<file path="src/rtl/irq_pkg.sv">
package irq_pkg;
  typedef enum logic [1:0] {
    SEL_PEND = 2'd0,
    SEL_MASK = 2'd1,
    SEL_MODE = 2'd2,
    SEL_NONE = 2'd3
  } reg_sel_e;
endpackage

</file>
<file path="src/rtl/irq_src_map.sv">
module irq_src_map #(
  parameter int N_SRC      = 32,
  parameter int TMR_HI_IDX = 4,
  parameter int TMR_LO_IDX = 14,
  parameter int ARITH_BASE = 25,
  parameter int N_ARITH    = 4
) (
  input  logic [N_SRC-1:0]   irq_req,
  input  logic               tmr_zero,
  input  logic [N_ARITH-1:0] arith_sticky,
  output logic [N_SRC-1:0]   set_vec
);
  for (genvar g = 0; g < N_SRC; g++) begin : g_src
    logic from_tmr;
    logic from_arith;
    if (g == TMR_HI_IDX || g == TMR_LO_IDX) begin : g_tmr
      assign from_tmr = tmr_zero;
    end else begin : g_ntmr
      assign from_tmr = 1'b0;
    end
    if (g >= ARITH_BASE && g < ARITH_BASE + N_ARITH) begin : g_ar
      assign from_arith = arith_sticky[g - ARITH_BASE];
    end else begin : g_nar
      assign from_arith = 1'b0;
    end
    assign set_vec[g] = irq_req[g] | from_tmr | from_arith;
  end
endmodule

</file>
<file path="src/rtl/irq_pend_latch.sv">
module irq_pend_latch #(
  parameter int N_SRC = 32,
  localparam int IDX_W = $clog2(N_SRC)
) (
  input  logic             clk,
  input  logic             rst_n,
  input  logic             wr_en,
  input  logic [N_SRC-1:0] wdata,
  input  logic             clr_en,
  input  logic [IDX_W-1:0] clr_idx,
  input  logic [N_SRC-1:0] set_vec,
  output logic [N_SRC-1:0] pend_q,
  output logic [N_SRC-1:0] pend_d
);
  logic [N_SRC-1:0] base;
  logic [N_SRC-1:0] clr_vec;

  always_comb begin
    base    = wr_en ? wdata : pend_q;
    clr_vec = '0;
    if (clr_en) clr_vec[clr_idx] = 1'b1;
    pend_d  = (base & ~clr_vec) | set_vec;
  end

  always_ff @(posedge clk) begin
    if (!rst_n) pend_q <= '0;
    else        pend_q <= pend_d;
  end
endmodule

</file>
<file path="src/rtl/irq_cfg_regs.sv">
module irq_cfg_regs #(
  parameter int N_SRC = 32
) (
  input  logic             clk,
  input  logic             rst_n,
  input  logic             mask_wr,
  input  logic [N_SRC-1:0] mask_wdata,
  input  logic             mode_wr,
  input  logic             en_wdata,
  output logic [N_SRC-1:0] mask_q,
  output logic [N_SRC-1:0] mask_d,
  output logic             en_q,
  output logic             en_d
);
  assign mask_d = mask_wr ? mask_wdata : mask_q;
  assign en_d   = mode_wr ? en_wdata : en_q;

  always_ff @(posedge clk) begin
    if (!rst_n) begin
      mask_q <= '0;
      en_q   <= 1'b0;
    end else begin
      mask_q <= mask_d;
      en_q   <= en_d;
    end
  end
endmodule

</file>
<file path="src/rtl/irq_prio_sel.sv">
module irq_prio_sel #(
  parameter int N_SRC = 32,
  localparam int IDX_W = $clog2(N_SRC)
) (
  input  logic [N_SRC-1:0] elig,
  output logic             hit,
  output logic [IDX_W-1:0] idx
);
  always_comb begin
    hit = |elig;
    idx = '0;
    for (int i = N_SRC - 1; i >= 0; i--) begin
      if (elig[i]) idx = IDX_W'(i);
    end
  end
endmodule

</file>
<file path="src/rtl/prio_irq_ctrl.sv">
module prio_irq_ctrl
  import irq_pkg::*;
#(
  parameter int N_SRC       = 32,
  parameter int TMR_HI_IDX  = 4,
  parameter int TMR_LO_IDX  = 14,
  parameter int ARITH_BASE  = 25,
  parameter int N_ARITH     = 4,
  parameter int GEN_EN_BIT  = 12,
  localparam int IDX_W      = $clog2(N_SRC)
) (
  input  logic               clk,
  input  logic               rst_n,
  input  logic [N_SRC-1:0]   irq_req,
  input  logic               tmr_zero,
  input  logic [N_ARITH-1:0] arith_sticky,
  input  logic               cfg_wr_en,
  input  logic [1:0]         cfg_wr_sel,
  input  logic [N_SRC-1:0]   cfg_wdata,
  input  logic [1:0]         cfg_rd_sel,
  output logic [N_SRC-1:0]   cfg_rdata,
  output logic               svc_valid,
  output logic [IDX_W-1:0]   svc_index,
  input  logic               svc_ready
);
  localparam logic [N_SRC-1:0] RST_VEC = N_SRC'(1);

  reg_sel_e         wr_sel;
  reg_sel_e         rd_sel;
  logic [N_SRC-1:0] set_vec;
  logic [N_SRC-1:0] pend_q, pend_d;
  logic [N_SRC-1:0] mask_q, mask_d;
  logic             en_q, en_d;
  logic [N_SRC-1:0] elig;
  logic             sel_hit;
  logic [IDX_W-1:0] sel_idx;
  logic             xfer;

  assign wr_sel = reg_sel_e'(cfg_wr_sel);
  assign rd_sel = reg_sel_e'(cfg_rd_sel);
  assign xfer   = svc_valid & svc_ready;

  irq_src_map #(
    .N_SRC(N_SRC), .TMR_HI_IDX(TMR_HI_IDX), .TMR_LO_IDX(TMR_LO_IDX),
    .ARITH_BASE(ARITH_BASE), .N_ARITH(N_ARITH)
  ) src_map_i (
    .irq_req(irq_req), .tmr_zero(tmr_zero), .arith_sticky(arith_sticky),
    .set_vec(set_vec)
  );

  irq_pend_latch #(.N_SRC(N_SRC)) pend_i (
    .clk(clk), .rst_n(rst_n),
    .wr_en(cfg_wr_en && wr_sel == SEL_PEND), .wdata(cfg_wdata),
    .clr_en(xfer), .clr_idx(svc_index), .set_vec(set_vec),
    .pend_q(pend_q), .pend_d(pend_d)
  );

  irq_cfg_regs #(.N_SRC(N_SRC)) cfg_i (
    .clk(clk), .rst_n(rst_n),
    .mask_wr(cfg_wr_en && wr_sel == SEL_MASK), .mask_wdata(cfg_wdata),
    .mode_wr(cfg_wr_en && wr_sel == SEL_MODE), .en_wdata(cfg_wdata[GEN_EN_BIT]),
    .mask_q(mask_q), .mask_d(mask_d), .en_q(en_q), .en_d(en_d)
  );

  // Index 0 bypasses mask and global enable.
  assign elig = pend_d & ((mask_d & {N_SRC{en_d}}) | RST_VEC);

  irq_prio_sel #(.N_SRC(N_SRC)) sel_i (
    .elig(elig), .hit(sel_hit), .idx(sel_idx)
  );

  always_ff @(posedge clk) begin
    if (!rst_n) begin
      svc_valid <= 1'b0;
      svc_index <= '0;
    end else begin
      svc_valid <= sel_hit;
      svc_index <= sel_idx;
    end
  end

  always_comb begin
    cfg_rdata = '0;
    case (rd_sel)
      SEL_PEND: cfg_rdata = pend_q;
      SEL_MASK: cfg_rdata = mask_q;
      SEL_MODE: cfg_rdata[GEN_EN_BIT] = en_q;
      default:  cfg_rdata = '0;
    endcase
  end
endmodule

</file>
<file path="config.mk">
export PLATFORM = sky130hd
export DESIGN_NAME = prio_irq_ctrl
export DESIGN_NICKNAME = d
export VERILOG_FILES = /design/src/rtl/irq_pkg.sv /design/src/rtl/irq_src_map.sv /design/src/rtl/irq_pend_latch.sv /design/src/rtl/irq_cfg_regs.sv /design/src/rtl/irq_prio_sel.sv /design/src/rtl/prio_irq_ctrl.sv
export SDC_FILE = /design/constraint.sdc
export NUM_CORES = 1
export LEC_CHECK = 0
export BUFFER_PORTS_ARGS = -buffer_cell sky130_fd_sc_hd__buf_2
export CORE_MARGIN = 1
export CORE_UTILIZATION = 53
export CTS_CLUSTER_DIAMETER = 120
export CTS_CLUSTER_SIZE = 12
export DETAILED_ROUTE_END_ITERATION = 7
export PLACE_DENSITY = 0.86
export SLEW_MARGIN = 20
export SYNTH_ARGS = -nofsm -noshare
export SYNTH_HDL_FRONTEND = slang
export SYNTH_SLANG_ARGS = --single-unit
</file>
<file path="constraint.sdc">
create_clock -name clk -period 3.05 [get_ports clk]
set_input_delay 0.61 -clock clk [delete_from_list [all_inputs] [get_ports clk]]
set_output_delay 0.61 -clock clk [all_outputs]
set_load 0.1 [all_outputs]
</file>
# Yosys cells after proc, flatten, opt, wreduce, memory -nomap -nowiden
# Cells that the tools add are included.
op_classes:
  n_addsub: 0
  mul: 0
  div: 0
  magnitude_cmp: 2
  n_eq_ne: 4
  n_shift: 0
  muxes: 40
  bitwise: 13
  n_reduce_logical: 12
ops:
  columns: ["op", "n"]
  rows:
  - ["$and 32x32->32", 3]
  - ["$mux 32", 3]
  - ["$mux 5", 16]
  - ["$pmux 19 s2", 1]
  - ["$mux 4", 8]
  - ["$not 32->32", 1]
  - ["$or 32x32->32", 1]
  - ["$reduce_or 32->1", 1]
  - ["$pmux 12 s2", 1]
  - ["$reduce_or 17->1", 1]
  - ["$mux 3", 4]
  - ["$reduce_or 9->1", 1]
  - ["$lt 5x6->1 const B", 1]
  - ["$or 1x1->1", 6]
  - ["$demux 1 s5", 1]
  - ["$ge 5x1->1 const B", 1]
  - ["$reduce_or 5->1", 1]
  - ["$eq 2x1->1 const B", 2]
  - ["$eq 2x2->1 const B", 2]
  - ["$logic_and 1x1->1", 4]
  - ["$logic_not 2->1", 2]
  - ["$mux 2", 2]
  - ["$mux 1", 3]
  - ["$pmux 1 s3", 1]
  - ["other kinds (4)", 4]
word_totals:
  reg_bits: 71
  latch_bits: 0
  ram_bits: 0
  romBits: 0
  in_bits: 77
  out_inout_bits: 38
  word_cells: 80
  memories: 0

# Depth between registers and ports, before layout
# Gate-level depths: netlist of run 1.
depth:
  ltp_word: 40
  ltp_mapped: 10
  mapped_depth_nobuf: 7

# By module
# From an unflattened synthesis of run 1, not the netlist that was laid out.
unflattened:
  hier_cells: 546
  hier_area_um2: 5246.3
by_module_without_submodules:
  columns: ["module", "n_inst", "cells_each", "area_per_inst_um2", "seq_area_each_um2"]
  rows:
  - ["irq_pend_latch", 1, 220, 2248.4, 640.6]
  - ["irq_cfg_regs", 1, 106, 1441.4, 660.6]
  - ["prio_irq_ctrl", 1, 123, 938.4, 120.1]
  - ["irq_prio_sel", 1, 65, 385.4, 0.0]
  - ["irq_src_map", 1, 32, 232.7, 0.0]

# Worst setup path before layout of run 1
# Ideal clock, no wire load.
synth_path:
  kind: "input -> output"
  from: "input cfg_rd_sel[0]"
  to: "output cfg_rdata[12]"
  t_arrival_ns: 2.877
  t_required_ns: 2.440
  path_slack_ns: -0.437
  path_stages: 4
  n_path_buf: 2
  cell_sequence: "clkbuf_1 > clkbuf_1 > nand2_1 > o22ai_1"
synth_via:
  elab_chain_cells: 2
  elab_cells_between_ends: 4
  classes_between: "eq/ne: 2; mux: 1; reduce/logical: 1"
synth_rtl:
  columns: ["element", "line_no", "text"]
  rows:
  - ["start, declared", "prio_irq_ctrl.sv:20", "input logic [1:0] cfg_rd_sel,"]
  - ["$eq 2x2->1 (tied with other cells)", "prio_irq_ctrl.sv:84", "case (rd_sel)"]
  - ["$pmux 1 s3 (*)", "prio_irq_ctrl.sv:84", null]
  - ["end, declared", "prio_irq_ctrl.sv:21", "output logic [N_SRC-1:0] cfg_rdata,"]
# Mark *: on every way between the ends. The rest lies on a longest branch, timed or not.

# Worst setup path after layout of run 1
layout_path:
  from: "input cfg_wr_en"
  to: "register svc_index[1]"
layout_via:
  elab_chain_cells: 35
  elab_cells_between_ends: 41
  classes_between: "mux: 33; bitwise: 4; reduce/logical: 4"
layout_rtl:
  columns: ["element", "line_no", "text"]
  rows:
  - ["start, declared", "prio_irq_ctrl.sv:17", "input logic cfg_wr_en,"]
  - ["$logic_and 1x1->1", "prio_irq_ctrl.sv:53", ".wr_en(cfg_wr_en && wr_sel == SEL_PEND), .wdata(cfg_wdata),"]
  - ["$mux 32", "irq_pend_latch.sv:19", "base = wr_en ? wdata : pend_q;"]
  - ["$and 32x32->32", "irq_pend_latch.sv:22", "pend_d = (base & ~clr_vec) | set_vec;"]
  - ["$or 32x32->32", "irq_pend_latch.sv:22", null]
  - ["$and 32x32->32 (*)", "prio_irq_ctrl.sv:66", "assign elig = pend_d & ((mask_d & {N_SRC{en_d}}) | RST_VEC);"]
  - ["$mux 5 (16 in a row)", "irq_prio_sel.sv:13", "if (elig[i]) idx = IDX_W'(i);"]
  - ["$mux 4 (8 in a row)", "irq_prio_sel.sv:13", null]
  - ["$mux 3 (4 in a row)", "irq_prio_sel.sv:13", null]
  - ["$mux 2 (2 in a row)", "irq_prio_sel.sv:13", null]
  - ["end signal, assigned", "prio_irq_ctrl.sv:78", "svc_index <= sel_idx;"]
  - ["end, declared", "prio_irq_ctrl.sv:23", "output logic [IDX_W-1:0] svc_index,"]
# Marked as above.
# A chain may end at the register's enable or synchronous reset.

==> run metrics, run 1 <==
post-cts resize count 0; area used by multi-input combinational logic 0.002743 mm²; Slew HR 0.3475; number of global-route vias before repair 4351; sequential-to-total area share from yosys stat 0.3285; Worst Tran Pin Value 0.9774 ns; cell taking the most area after synthesis dfxtp_1; Hold Path Stages 2; DRT iter0 DRCs 362; syn avg cell area 8.706 µm²; CP Data Required Time 3.31 ns; DIE HEIGHT 92.35 µm; register area 0.001421 mm²; CTS sink count 71; worst skew pair latency 0.35 ns; metal3 WL 1158 µm; Final min period 2.712 ns; drt total wl 13670 µm; drt first pass iters 5; Synth area leaders dfxtp_1 33%, mux2i_1 16%, nor2_1 8.6%; overall power 0.002543 W; FP Rows 32; Pleak 2.540 nW; Core Util, Final 0.6936; synthesized net count 574; max-slew violations 0; Avg WL per Cell 18.80 µm; diodes inserted 0; Post-Route M1 WL 5808 µm; async set or reset register ratio after synthesis 0; most frequent cells in the layout 113 x buf_2, 71 x nor2_1, 71 x dfxtp_1; FF-to-FF End svc_valid$_SDFF_PN0_; share of cells above drive strength 1 0.3536; status complete, no violations; fin crit share 0.8891; hpwl dp 10210 µm; HP Class input port to register; I/O pin count 115; Routed Antenna Nets 0; all-layer global routing usage 0.3239; Syn-to-layout area delta 25.16%; Core Box Area 0.007807 mm²; hold_sp irq_req[3]; fmax 368.8 MHz; Min-Delay Endpoint pend_i.pend_q[3]$_SDFF_PN0_; slowest CP cell a2111oi_2; vias post-DR 4495; RSZ-0062 raised after global routing false; CTS buffer count 9; post-synthesis cell count 497; Synth Cell Area 0.004327 mm²; total global routing overflow 0; Critical Path End Type register; crit path cell chain buf_2 > nor3b_4 > buf_4 > mux2i_1 > a2111oi_2 > nor2_1 > o311ai_0 > a21oi_1 > o21ai_1; share of the synthesized area in the top cell type 0.3285; #FFs+latches synth 71; Post-synth EDFFs 0; Clock transition at path regs 0.08 ns; Buf/Inv on CP 2; first-pass GRT wire length 21540 µm; CTS Root Cell clkbuf_8; kind of critical path input port to register; r2r worst-path depth 8; Final Setup Violations 0; GPL Wtd Cong 0.9350; signal arrival time at the worst endpoint 2.97 ns; port bufs 114; reg-to-reg slack, setup 0.49 ns; initial antenna violation count 0; Critical Path Source cfg_wr_en; TritonCTS clock tree built; hold_buf cts 0; peak per-stage delay on the critical path 0.60 ns; Die X 92.35 µm; pwr dens 469.6 mW/mm²; met2 WL 6425 µm; CP Max Fanout 13; final hold vios 0; Synth Flop Type dfxtp_1; maxcap violations 0; die area 0.008529 mm²; startpoint types input port; CP top delay family compound AO/OA/AOI/OAI gates; Fin Clk Skew 0.007691 ns; r2r startpoint svc_index[3]$_SDFF_PP0_; maximum clock path buffer count 2; Yosys warning count 0; via/cell ratio 6.183; post-CTS setup repair buffer count 0; residual DRC count 0; maximum vdd drop 352.1 µV; maximum number of pins on one net before global-route repair 56; H-tree levels 3; Max Used Layer met4; Synth cell types 63; Final nets 697; most common cell after layout, fill and taps aside buf_2; Starting Density 0.5542; # fillers 647
-- cell usage after synthesis (2+ instances only) --
cell type / count
dfxtp_1: 71
nor3_1: 43
nor4bb_1: 6
mux2_2: 9
a21o_1: 2
or3_1: 4
o2111a_1: 2
o221a_2: 2
a31oi_1: 2
a211oi_1: 11
nand3_1: 3
buf_2: 2
buf_6: 9
o21a_1: 2
o21bai_1: 3
nor4_1: 13
nand4_1: 3
or4_1: 2
or3b_1: 2
nand2b_1: 3
clkbuf_1: 16
o211ai_1: 3
inv_1: 11
a2111oi_2: 4
o31a_1: 2
o31ai_1: 2
a2111oi_0: 3
o21ai_0: 4
o22ai_1: 4
mux2i_1: 67
o221ai_1: 6
nand4b_1: 2
nor2_1: 99
nor2b_1: 4
a21oi_1: 10
a211oi_2: 7
buf_4: 3
a22oi_1: 2
and2_1: 9
or3b_2: 2
or4b_1: 8
o21ba_1: 2
nand2_1: 10
nand3b_1: 4
-- worst max path at each step --
| stage | to | slack [ns] | depth (start not counted) |
|---|---|---|---|
| floorplan | cfg_rdata[11] | 0.1 | 3 |
| global route | svc_index[1]$_SDFF_PP0_ | 0.10 | 9 |
| global placement | svc_index[1]$_SDFF_PP0_ | -0.03 | 9 |
| detailed placement | svc_index[1]$_SDFF_PP0_ | 0.003 | 10 |
| CTS | svc_index[1]$_SDFF_PP0_ | 0.34 | 9 |
| finish | svc_index[1]$_SDFF_PP0_ | 0.34 | 9 |
-- flip-flops by register name, indices dropped and copies added, names as in the netlist, named ones only --
register       count
svc_valid          1
cfg_i.en_q         1
pend_i.pend_q     32
svc_index          5
cfg_i.mask_q      31
-- per-layer routing --
layer | global-route usage | up-vias
met5 | 0 | -
met4 | 0.1107 | 0
met3 | 0.06650 | 32
met2 | 0.5364 | 245
met1 | 0.4177 | 2122
li1 | - | 2096
-- stage by stage --
stage	worst slack, ns	std cells	TNS, ns	hold WS, ns	cell area (µm²)
floorplan	0.09512	497	0	0.4632	4403
global placement	-0.02536	711	-0.02536	0.4793	5170
detailed placement	0.002813	711	0	0.4888	5170
CTS	0.3435	727	0	0.4918	5415
global route	0.1013	727	0	0.5025	5415
finish	0.3384	727	0	0.5006	5415
-- layout make-up --
cell class                 instances  share of cell area
clock inverter                     6             0.01987
sequential                        71              0.2625
tap                              102             0.02357
timing repair buffer             142              0.1539
clock buffer                      10             0.02542
inverter                          12            0.008318
multi-input combinational        384              0.5065
-- where the power goes --
| group | internal, W | switching (W) | leakage, nW |
|---|---|---|---|
| clock | 0.000563 | 0.000374 | 0.122 |
| combinational | 0.000189 | 0.000404 | 1.83 |
| sequential | 0.000978 | 0.0000346 | 0.586 |
-- logic make-up (layout without fill, tap and decap cells) --
family | count (synthesis) | in the layout | share of synthesized area
mux | 78 | 78 | 0.1842
flops | 71 | 71 | 0.3285
compound gates | 80 | 80 | 0.1544
simple gates | 226 | 226 | 0.2776
buf+inv | 42 | 170 | 0.05523
(Power assumes the default switching activity.)
==> inputs of run 2 (changes only) <==
--- a/config.mk
+++ b/config.mk
@@ -11,7 +11,7 @@
 export CTS_CLUSTER_DIAMETER = 120
 export CTS_CLUSTER_SIZE = 12
 export DETAILED_ROUTE_END_ITERATION = 7
-export PLACE_DENSITY = 0.86
+export PLACE_DENSITY = 0.78
 export SLEW_MARGIN = 20
 export SYNTH_ARGS = -nofsm -noshare
 export SYNTH_HDL_FRONTEND = slang
==> run 2 against run 1 <==
Against the previous run:
- routed wire length down 2.4%
- sequential power about the same
- critical path type unchanged
- via count down 0.56%
- critical endpoint is now svc_index[0]$_SDFF_PP0_
- core utilization up 0.21 points
- first-iteration DRC count down 10%
- die area unchanged
- total power down 2.9%
- sequential share of layout area down 0.079 points
- cell area up 0.30%
- sequential cell count unchanged
- combinational power up 0.7%
==> run metrics, run 2 (same netlist as run 1, synthesis figures left out) <==
Critical Path End Type register; Slew HR 0.3467; maximum number of pins on one net before global-route repair 56; met1 usage 0.4024; Worst Tran Pin Value 0.9785 ns; Fin Clk Skew 0.009450 ns; maxcap violations 0; GRT busiest layer met2; CP top delay family simple AND/OR/NAND/NOR gates; vias post-DR 4470; total global routing overflow 0; max-slew violations 0; Final min period 2.716 ns; Syn-to-layout area delta 25.53%; RSZ-0062 raised after global routing false; H-tree levels 3; CTS sink count 71; worst skew pair latency 0.35 ns; all-layer global routing usage 0.3265; initial antenna violation count 0; HP Class input port to register; met2 Use GR 0.5364; maximum clock path buffer count 2; peak per-stage delay on the critical path 0.47 ns; post-CTS setup repair buffer count 0; I/O pin count 115; Final nets 697; number of global-route vias before repair 4443; CTS buffer count 9; met3 usage 0.05583; share of cells above drive strength 1 0.3504; fin crit share 0.8905; residual DRC count 0; TNS Setup 0 ns; kind of critical path input port to register; DIE HEIGHT 92.35 µm; hold slack 0.5060 ns; final hold vios 0; most frequent cells in the layout 113 x buf_2, 71 x nor2_1, 71 x dfxtp_1; die area 0.008529 mm²; Pleak 2.545 nW; post-cts resize count 0; Core Util, Final 0.6957; slowest CP cell nor4_1; GPL Wtd Cong 0.9367; hold_buf cts 0; FP Rows 32; Core Box Area 0.007807 mm²; CP Max Fanout 9; status complete, no violations; Top cell by count, worst path buf_4; Die X 92.35 µm; diodes inserted 0; Starting Density 0.5542; signal arrival time at the worst endpoint 2.99 ns; Buf/Inv on CP 3; drt first pass iters 5; hpwl dp 10110 µm; CTS Root Cell clkbuf_8; fmax 368.2 MHz; Avg WL per Cell 18.35 µm; most common cell after layout, fill and taps aside buf_2; pwr dens 454.5 mW/mm²; startpoint types input port; DRT iter0 DRCs 325; largest registers pend_i.pend_q: 32 flops, cfg_i.mask_q: 31 flops, svc_index: 5 flops; Clock transition at path regs 0.07 ns; Routed Antenna Nets 0; TritonCTS clock tree built; maximum vdd drop 283.9 µV; number of flip-flops in the largest register 32; Final Setup Violations 0; port bufs 114; drt total wl 13340 µm; CP Data Required Time 3.32 ns; first-pass GRT wire length 21590 µm; via/cell ratio 6.149; largest reg by FF count pend_i.pend_q; crit path cell chain buf_2 > nor3b_4 > buf_4 > mux2_2 > nor4_1 > buf_4 > a211oi_1 > o31ai_1 > nand2_1 > a31oi_1
-- run 2: power breakdown --
part / internal (W) / switching, W / total (W) / leakage [nW]
combinational: 0.000193 / 0.000404 / 0.000597 / 1.85
sequential: 0.000978 / 0.0000338 / 0.00101 / 0.586
clock: 0.000505 / 0.000354 / 0.000859 / 0.114
-- run 2: worst paths after layout --
| check | startpoint | end | slack [ns] | depth (start not counted) |
|---|---|---|---|---|
| worst max register to register | svc_valid$_SDFF_PN0_ | svc_index[0]$_SDFF_PP0_ | 0.42 | 8 |
| worst max-delay path | cfg_wr_sel[0] | svc_index[0]$_SDFF_PP0_ | 0.33 | 10 |
| worst min-delay path | irq_req[2] | pend_i.pend_q[2]$_SDFF_PN0_ | 0.51 | 2 |
| worst min register to register | cfg_i.mask_q[14]$_SDFF_PN0_ | cfg_i.mask_q[14]$_SDFF_PN0_ | 0.53 | 2 |
-- run 2: metal layers --
layer | routed length [µm] | up-vias
met4 | 652 | 0
met1 | 5517 | 2080
met5 | 0 | -
li1 | - | 2102
met3 | 1037 | 54
met2 | 6132 | 234
-- run 2: metrics by stage --
stage	setup WS, ns	area (µm²)	power [W]	instances
after floorplan	0.09512	4403	0.001457	497
after global placement	0.08037	5207	0.001612	711
after detailed placement	0.05600	5207	0.001623	711
after CTS	0.3819	5431	0.002470	727
after global routing	0.2142	5431	0.002560	727
final	0.3338	5431	0.002468	727
-- run 2: cell type report --
class / instances / area [µm²]
clock buffers: 13 / 158.9
well taps: 102 / 127.6
clock inverters: 3 / 65.06
multi-input cells: 384 / 2743
fillers: 647 / 2376
repair buffers: 142 / 870.8
inverters: 12 / 45.04
flip-flops and latches: 71 / 1421
